<file path="config.mk">
export PLATFORM = sky130hd
export DESIGN_NAME = dll_ready_seq
export DESIGN_NICKNAME = d
export VERILOG_FILES = /design/src/rtl/dll_seq_pkg.sv /design/src/rtl/dll_lock_fsm.sv /design/src/rtl/zq_cal_sched.sv /design/src/rtl/dll_ready_seq.sv
export SDC_FILE = /design/constraint.sdc
export NUM_CORES = 1
export LEC_CHECK = 0
export ABC_AREA = 0
export BUFFER_PORTS_ARGS = -buffer_cell sky130_fd_sc_hd__buf_2
export CORE_UTILIZATION = 50
export CTS_CLUSTER_DIAMETER = 120
export DETAILED_ROUTE_END_ITERATION = 10
export PLACE_DENSITY = 0.66
export SKIP_LAST_GASP = 1
export SLEW_MARGIN = 15
export SYNTH_ARGS = -nofsm -noshare
export SYNTH_HDL_FRONTEND = slang
export SYNTH_SLANG_ARGS = --single-unit
</file>
<file path="constraint.sdc">
create_clock -name clk -period 2.7 [get_ports clk]
set_clock_uncertainty 0.05 [all_clocks]
set_input_delay 0.135 -clock clk [delete_from_list [all_inputs] [get_ports clk]]
set_output_delay 0.135 -clock clk [all_outputs]
set_load 0.1 [all_outputs]
</file>
<file path="src/rtl/dll_seq_pkg.sv">
package dll_seq_pkg;
  typedef enum logic [2:0] {
    ST_OFF   = 3'd0,
    ST_LOCK  = 3'd1,
    ST_RUN   = 3'd2,
    ST_DRAIN = 3'd3,
    ST_HALT  = 3'd4
  } seq_st_e;
endpackage

</file>
<file path="src/rtl/dll_lock_fsm.sv">
module dll_lock_fsm
  import dll_seq_pkg::*;
#(
  parameter int LOCK_CYCLES = 2048
) (
  input  logic clk,
  input  logic rst,
  input  logic dll_en,
  input  logic clk_lost,
  input  logic freq_chg,
  input  logic ops_pend,
  output logic dll_locked,
  output logic ready
);
  localparam int CW = $clog2(LOCK_CYCLES + 1);
  localparam logic [CW-1:0] CNT_LAST = CW'(LOCK_CYCLES - 2);

  seq_st_e       st;
  logic [CW-1:0] cnt;
  logic          halt_cause;

  always_ff @(posedge clk) begin
    if (rst) begin
      st         <= ST_OFF;
      cnt        <= '0;
      halt_cause <= 1'b0;
    end else if (!dll_en) begin
      st         <= ST_OFF;
      cnt        <= '0;
      halt_cause <= 1'b0;
    end else begin
      case (st)
        ST_OFF: begin
          st  <= ST_LOCK;
          cnt <= '0;
        end
        ST_LOCK: begin
          if (clk_lost) begin
            st  <= ST_HALT;
            cnt <= '0;
          end else if (freq_chg) begin
            cnt <= '0;
          end else if (cnt == CNT_LAST) begin
            st <= ST_RUN;
          end else begin
            cnt <= cnt + 1'b1;
          end
        end
        ST_RUN: begin
          if (clk_lost || freq_chg) begin
            cnt <= '0;
            if (ops_pend) begin
              st         <= ST_DRAIN;
              halt_cause <= clk_lost;
            end else if (clk_lost) begin
              st <= ST_HALT;
            end else begin
              st <= ST_LOCK;
            end
          end
        end
        ST_DRAIN: begin
          cnt        <= '0;
          halt_cause <= halt_cause | clk_lost;
          if (!ops_pend) begin
            st <= (halt_cause || clk_lost) ? ST_HALT : ST_LOCK;
          end
        end
        ST_HALT: begin
          cnt <= '0;
          if (!clk_lost) st <= ST_LOCK;
        end
        default: begin
          st  <= ST_OFF;
          cnt <= '0;
        end
      endcase
    end
  end

  assign dll_locked = (st == ST_RUN) || (st == ST_DRAIN);
  assign ready      = (st == ST_RUN);


  en_low_unlocks_chk: assert property (@(posedge clk) disable iff (rst)
    !dll_en |=> (!dll_locked && !ready));


  lock_cnt_bound_chk: assert property (@(posedge clk) disable iff (rst)
    (st == ST_LOCK) |-> (cnt <= CNT_LAST));


  restart_drops_ready_chk: assert property (@(posedge clk) disable iff (rst)
    (ready && (clk_lost || freq_chg)) |=> !ready);


  drain_keeps_lock_chk: assert property (@(posedge clk) disable iff (rst)
    (dll_en && dll_locked && ops_pend) |=> dll_locked);


  halt_holds_chk: assert property (@(posedge clk) disable iff (rst)
    (dll_en && st == ST_HALT && clk_lost) |=> (st == ST_HALT));
endmodule

</file>
<file path="src/rtl/zq_cal_sched.sv">
module zq_cal_sched #(
  parameter int SETTLE_CYCLES = 1024,
  parameter int UPD_INTERVAL  = 32
) (
  input  logic clk,
  input  logic rst,
  input  logic rd_cmd,
  input  logic out_active,
  output logic zq_upd,
  output logic zq_cal
);
  localparam int SW = $clog2(SETTLE_CYCLES + 1);
  localparam int TW = (UPD_INTERVAL > 2) ? $clog2(UPD_INTERVAL) : 1;
  localparam logic [SW-1:0] SETTLE_LAST = SW'(SETTLE_CYCLES);
  localparam logic [TW-1:0] TICK_LAST   = TW'(UPD_INTERVAL - 1);

  logic [SW-1:0] settle_cnt;
  logic [TW-1:0] tick;
  logic          due;
  logic          idle;
  logic          wrap;

  assign idle = !rd_cmd && !out_active;
  assign wrap = (tick == TICK_LAST);

  always_ff @(posedge clk) begin
    if (rst) begin
      settle_cnt <= '0;
    end else if (!rd_cmd && settle_cnt != SETTLE_LAST) begin
      settle_cnt <= settle_cnt + 1'b1;
    end
  end

  always_ff @(posedge clk) begin
    if (rst) begin
      tick   <= '0;
      due    <= 1'b0;
      zq_upd <= 1'b0;
    end else begin
      tick   <= wrap ? '0 : tick + 1'b1;
      due    <= (due && !idle) || wrap;
      zq_upd <= due && idle;
    end
  end

  assign zq_cal = (settle_cnt == SETTLE_LAST);


  upd_only_idle_chk: assert property (@(posedge clk) disable iff (rst)
    zq_upd |-> ($past(!rd_cmd) && $past(!out_active)));


  cal_sticky_chk: assert property (@(posedge clk) disable iff (rst)
    zq_cal |=> zq_cal);
endmodule

</file>
<file path="src/rtl/dll_ready_seq.sv">
module dll_ready_seq #(
  parameter int LOCK_CYCLES   = 2048,
  parameter int SETTLE_CYCLES = 1024,
  parameter int UPD_INTERVAL  = 32
) (
  input  logic clk,
  input  logic rst,
  input  logic dll_en,
  input  logic clk_lost,
  input  logic freq_chg,
  input  logic ops_pend,
  input  logic rd_cmd,
  input  logic out_active,
  output logic dll_locked,
  output logic ready,
  output logic zq_upd,
  output logic zq_cal
);
  dll_lock_fsm #(
    .LOCK_CYCLES(LOCK_CYCLES)
  ) u_lock (
    .clk       (clk),
    .rst       (rst),
    .dll_en    (dll_en),
    .clk_lost  (clk_lost),
    .freq_chg  (freq_chg),
    .ops_pend  (ops_pend),
    .dll_locked(dll_locked),
    .ready     (ready)
  );

  zq_cal_sched #(
    .SETTLE_CYCLES(SETTLE_CYCLES),
    .UPD_INTERVAL (UPD_INTERVAL)
  ) u_zq (
    .clk       (clk),
    .rst       (rst),
    .rd_cmd    (rd_cmd),
    .out_active(out_active),
    .zq_upd    (zq_upd),
    .zq_cal    (zq_cal)
  );


  reset_quiet_chk: assert property (@(posedge clk)
    rst |=> (!dll_locked && !ready && !zq_upd && !zq_cal));
endmodule

</file>
Word-level counts from Yosys, hierarchy flattened
Index checks and enable logic that the tools add are counted.
W data, S select, Z words.
{"block": "classes", "n_addsub": 3, "eq_ne": 15, "n_mux": 18, "bitwise": 2, "n_reduce_logical": 18}
{"cell": "$mux W12", "count": 4}
{"cell": "$mux W3", "count": 9}
{"cell": "$pmux W12 S2", "count": 1}
{"cell": "$pmux W3 S5", "count": 1}
{"cell": "$add A12 B1 Y12 const B", "count": 1}
{"cell": "$eq A12 B11 Y1 const B", "count": 1}
{"cell": "$add A11 B1 Y11 const B", "count": 1}
{"cell": "$eq A11 B11 Y1 const B", "count": 1}
{"cell": "$ne A11 B11 Y1 const B", "count": 1}
{"cell": "$eq A3 B2 Y1 const B", "count": 2}
{"cell": "$ne A2 B2 Y1 const B", "count": 3}
{"cell": "$add A5 B1 Y5 const B", "count": 1}
{"cell": "$eq A5 B5 Y1 const B", "count": 1}
{"cell": "$reduce_and A5 Y1", "count": 1}
{"cell": "$logic_and A1 B1 Y1", "count": 4}
{"cell": "$logic_or A1 B1 Y1", "count": 4}
{"cell": "$ne A4 B4 Y1 const B", "count": 1}
{"cell": "$reduce_or A2 Y1", "count": 2}
{"cell": "$eq A3 B1 Y1 const B", "count": 1}
{"cell": "$eq A3 B3 Y1 const B", "count": 1}
{"cell": "$logic_not A1 Y1", "count": 3}
{"cell": "$logic_not A3 Y1", "count": 1}
{"cell": "$ne A3 B2 Y1 const B", "count": 1}
{"cell": "$ne A3 B3 Y1 const B", "count": 1}
{"cell": "other kinds (8)", "count": 9}
{"block": "word_totals", "ff_bits": 34, "out_inout_bits": 4}

Logic depth before layout (Yosys ltp)
{"block": "depth", "depth_word": 5, "mapped_depth": 6, "depth_no_buf": 6}

By module
Synthesis repeated with hierarchy kept, for this count alone.
{"block": "hier_totals", "cells_unflattened": 217, "area_unflattened_um2": 1906.8}
{"module": "dll_lock_fsm", "n_inst": 1, "cells_each": 122, "area_per_inst_um2": 1039.7, "seq_area_each_um2": 320.3}
{"module": "zq_cal_sched", "n_inst": 1, "cells_each": 95, "area_per_inst_um2": 867.1, "seq_area_each_um2": 360.3}

Least setup slack after synthesis
OpenSTA, ideal clock, no wires.
{"block": "synth_timing", "kind": "register -> output", "startpoint": "reg u_lock.st[1]", "endpoint": "out ready", "arrival_time_ns": 2.582, "slack_ns": -0.067, "path_stages_with_launch": 4, "n_path_buf": 1, "path_cell_list": "dfxtp_1 buf_2 inv_1 nor3_1"}
{"block": "synth_via", "elab_chain_cells": 1}
{"item": "start, declared", "line_no": "dll_lock_fsm.sv:18", "rtl": "seq_st_e st;"}
{"item": "start signal, assigned", "line_no": "dll_lock_fsm.sv:66", "rtl": "st <= (halt_cause || clk_lost) ? ST_HALT : ST_LOCK;"}
{"item": "$eq A3 B2 Y1", "line_no": "dll_lock_fsm.sv:82", "rtl": "assign ready = (st == ST_RUN);"}
{"item": "end, declared", "line_no": "dll_ready_seq.sv:15", "rtl": "output logic ready,"}
Every way passes these cells.

Worst setup path after layout
{"block": "layout_timing", "startpoint": "reg u_zq.settle_cnt[0]", "endpoint": "out zq_cal"}
{"block": "layout_via", "elab_chain_cells": 1}
{"item": "start, declared", "line_no": "zq_cal_sched.sv:17", "rtl": "logic [SW-1:0] settle_cnt;"}
{"item": "start signal, assigned", "line_no": "zq_cal_sched.sv:30", "rtl": "settle_cnt <= settle_cnt + 1'b1;"}
{"item": "$eq A11 B11 Y1", "line_no": "zq_cal_sched.sv:46", "rtl": "assign zq_cal = (settle_cnt == SETTLE_LAST);"}
{"item": "end, declared", "line_no": "dll_ready_seq.sv:17", "rtl": "output logic zq_cal"}
Every way passes these cells.

==> flow_metrics.tcl <==
set metrics [dict create \
    cts_setup_buffers 0 \
    drtIter0Drc 163 \
    synth_top_area_share_pct 36.8 \
    setup_viol_count_final 0 \
    grt_max_degree 21 \
    tightest_slew_ps 689 \
    max_freq_mhz 495 \
    fin_crit_sh_pct 74.8 \
    grt_pass1_vias 1607 \
    relSlewSlack_pct 53.7 \
    grt_pass1_wl_mm 7.08 \
    coreArea_um2 3440 \
    fillers 329 \
    dp_hpwl_mm 2.91 \
    nNetsFinal 239 \
    n_antenna_cell 0 \
    cts_hold_buf 1 \
    clkTransAtPathRegs_ps 60 \
    finalMaxSlewViolations 0 \
    slowest_stage "buf_2" \
    htreeDepth 2 \
    crit_buf_inv 2 \
    rr_worst_depth 4 \
    portBuffers 11 \
    wl_per_cell_um 14.6 \
    ios 12 \
    end_kind "primary output" \
    layout-drive-gt1-share_pct 11.1 \
    min_from "rd_cmd" \
    final_cell_mix "dfxtp_1 (34), nor2_1 (16), inv_1 (12)" \
    use_met2_pct 34.1 \
    p_leak_nw 0.714 \
    synthFlopType "dfxtp_1" \
    area_growth_pct 9.54 \
    synth.distinct_cells 55 \
    cp-start-kind "flip-flop" \
    cts_tree "done" \
    synth_area_um2 1850 \
    cp_cell_sequence "inv_1, ha_1, nor4bb_1, and3_1, buf_2" \
    ys_seq_area_share_pct 36.8 \
    gp_congestion 0.914 \
    viasPerCell 6.18 \
    whs_endpoint "u_zq.zq_upd" \
    clk_latency_ps 290 \
    hold_depth 2 \
    yosys_warnings 0 \
    grt.busiest_layer "met2" \
    synth_edf_count 0 \
    dieWidth_um 62.8 \
    initial_utilization_pct 53.7 \
    layout_setup_ws_ps 680 \
    grt_util_met3_pct 6.20 \
    async_flop_share_pct 0 \
    syn_inst 214 \
    combPwrFrac_pct 7.1 \
    rows 21 \
    netSwitchingFraction_pct 23.2 \
    vias 1682 \
    wl_mm 3.98 \
    p_clk_share_pct 39.0 \
    clock-sinks 34 \
    grt_use_total_pct 22.2 \
    crit_fanout 4 \
    grt_use_met1_pct 28.8 \
    critPathKind "flip-flop to primary output" \
    finalSetupTns_ps 0 \
    drt-pass1-iter-count 4 \
    grt_antenna_before_repair 0 \
    cp.arrival_ps 1830 \
    synth_top_cell_by_area "dfxtp_1" \
    seq_power_share_pct 53.9 \
    cap_violations 0 \
    dieArea_um2 3950 \
    rsz0062_at_grt "no" \
    yosys-top-cells-area "dfxtp_1 (37%), ha_1 (4.1%), nor2_1 (3.2%)" \
    grt-ovfl-total 0 \
    layout_min_cycle_time_ps 2020 \
    intPower_mw 0.743 \
    cts_resized 0 \
    dp_slack_ps 947 \
    chipHeight_um 62.8 \
    outcome "complete, no violations" \
    syn_nets 228 \
    required_ps 2520 \
    crit_path_max_incr_delay_ps 420 \
    mostFrequentLayoutCell "dfxtp_1" \
    ir_drop_mv 0.359 \
    numCtsBuffers 5 \
    ys_ff_latch 34 \
    finalHoldViolations 0 \
    power.density_nw_per_um2 478 \
    drtAntennaViolNets 0 \
    r2r_end "u_lock.cnt[5]" \
    hold_class "primary input to flip-flop" \
    root_buffer "clkbuf_8" \
    drc 0 \
    avgSynthCellArea_um2 8.64 \
    critPathTopFamily "simple AND/OR/NAND/NOR gates" \
    worstReg2RegStart "u_lock.cnt[5]" \
    worst-r2r-setup-slack_ps 850 \
    clk_path_buf_depth 2 \
    power.switching_mw 0.224 \
]
cells in the mapped netlist (all sizes together), types with 5 or more instances:
master / number
dfxtp: 34
xor2: 5
and3: 6
a21oi: 7
nor2: 16
nand2: 10
or3: 5
nand3: 10
ha: 6
inv: 12
nor2b: 6
nor3: 11
o21ai: 8
nand4: 8
cell type report:
cell class / instances / area [um2] / area share, %
Sequential cell: 34 / 681 / 33.6
Multi-Input combinational cell: 160 / 1090 / 53.6
Timing Repair Buffer: 12 / 65.1 / 3.21
Clock buffer: 7 / 86.3 / 4.26
Clock inverter: 1 / 5.00 / 0.247
Tap cell: 46 / 57.6 / 2.84
Inverter: 12 / 45.0 / 2.22
metal layers:
metal	vias to the layer above	share of wire (%)
met4	0	2.4
li1	822	-
met2	68	44
met1	777	47
met5	-	0
met3	15	6.7
power groups by stage:
stage               sequential [mW]  clock [mW]  combinational (mW)
global route                  0.523       0.414              0.0766
finish                        0.522       0.377              0.0691
detailed placement            0.533           0              0.0673
CTS                           0.521       0.393              0.0690
global placement              0.532           0              0.0641
floorplan                     0.527           0              0.0549
cells by family after synthesis:
kind of cell / after synthesis / synth area share, %
DFF: 34 / 36.8
adders and majority gates: 6 / 4.06
and+or+nand+nor: 97 / 31.6
AOI/OAI and AO/OA: 46 / 17.5
muxes: 2 / 1.08
buffers and inverters: 20 / 4.74
xor gates and xnor gates: 9 / 4.26
worst register-to-register path: cells and delay by family, from the launching register on:
kind / cells / cell delay [ps]
compound gates: 2 / 500
simple gates: 2 / 740
flops: 1 / 460
flip-flops by register name, summed over array words and instances (netlist names):
register and count:
u_lock.cnt 12, u_zq.settle_cnt 11, u_zq.tick 5, u_lock.st 3
u_lock.halt_cause 1, u_zq.due 1, u_zq.zq_upd 1
worst max-delay path by stage:
| stage | start | to | slack (ps) | depth (start not counted) |
|---|---|---|---|---|
| floorplan | u_lock.st[1] | u_lock.st[2] | 40 | 5 |
| global placement | u_lock.st[2] | u_lock.cnt[3] | 970 | 4 |
| detailed placement | u_lock.st[2] | u_lock.cnt[3] | 950 | 4 |
| CTS | u_zq.settle_cnt[0] | zq_cal | 660 | 5 |
| global route | u_zq.settle_cnt[0] | zq_cal | 550 | 5 |
| finish | u_zq.settle_cnt[0] | zq_cal | 680 | 5 |
stage by stage:
step	instances	power (mW)	area, um2	hold slack (ps)	utilization, %
3_3_place_gp	263	0.596	1920	261	55.9
4_1_cts	272	0.983	2030	30.8	58.9
6_report	272	0.968	2030	40.4	58.9
2_1_floorplan	214	0.582	1850	162	-
5_1_grt	272	1.01	2030	50.8	58.9
3_5_place_dp	263	0.600	1920	270	55.9
No activity file was read; power rests on OpenSTA's default activity.
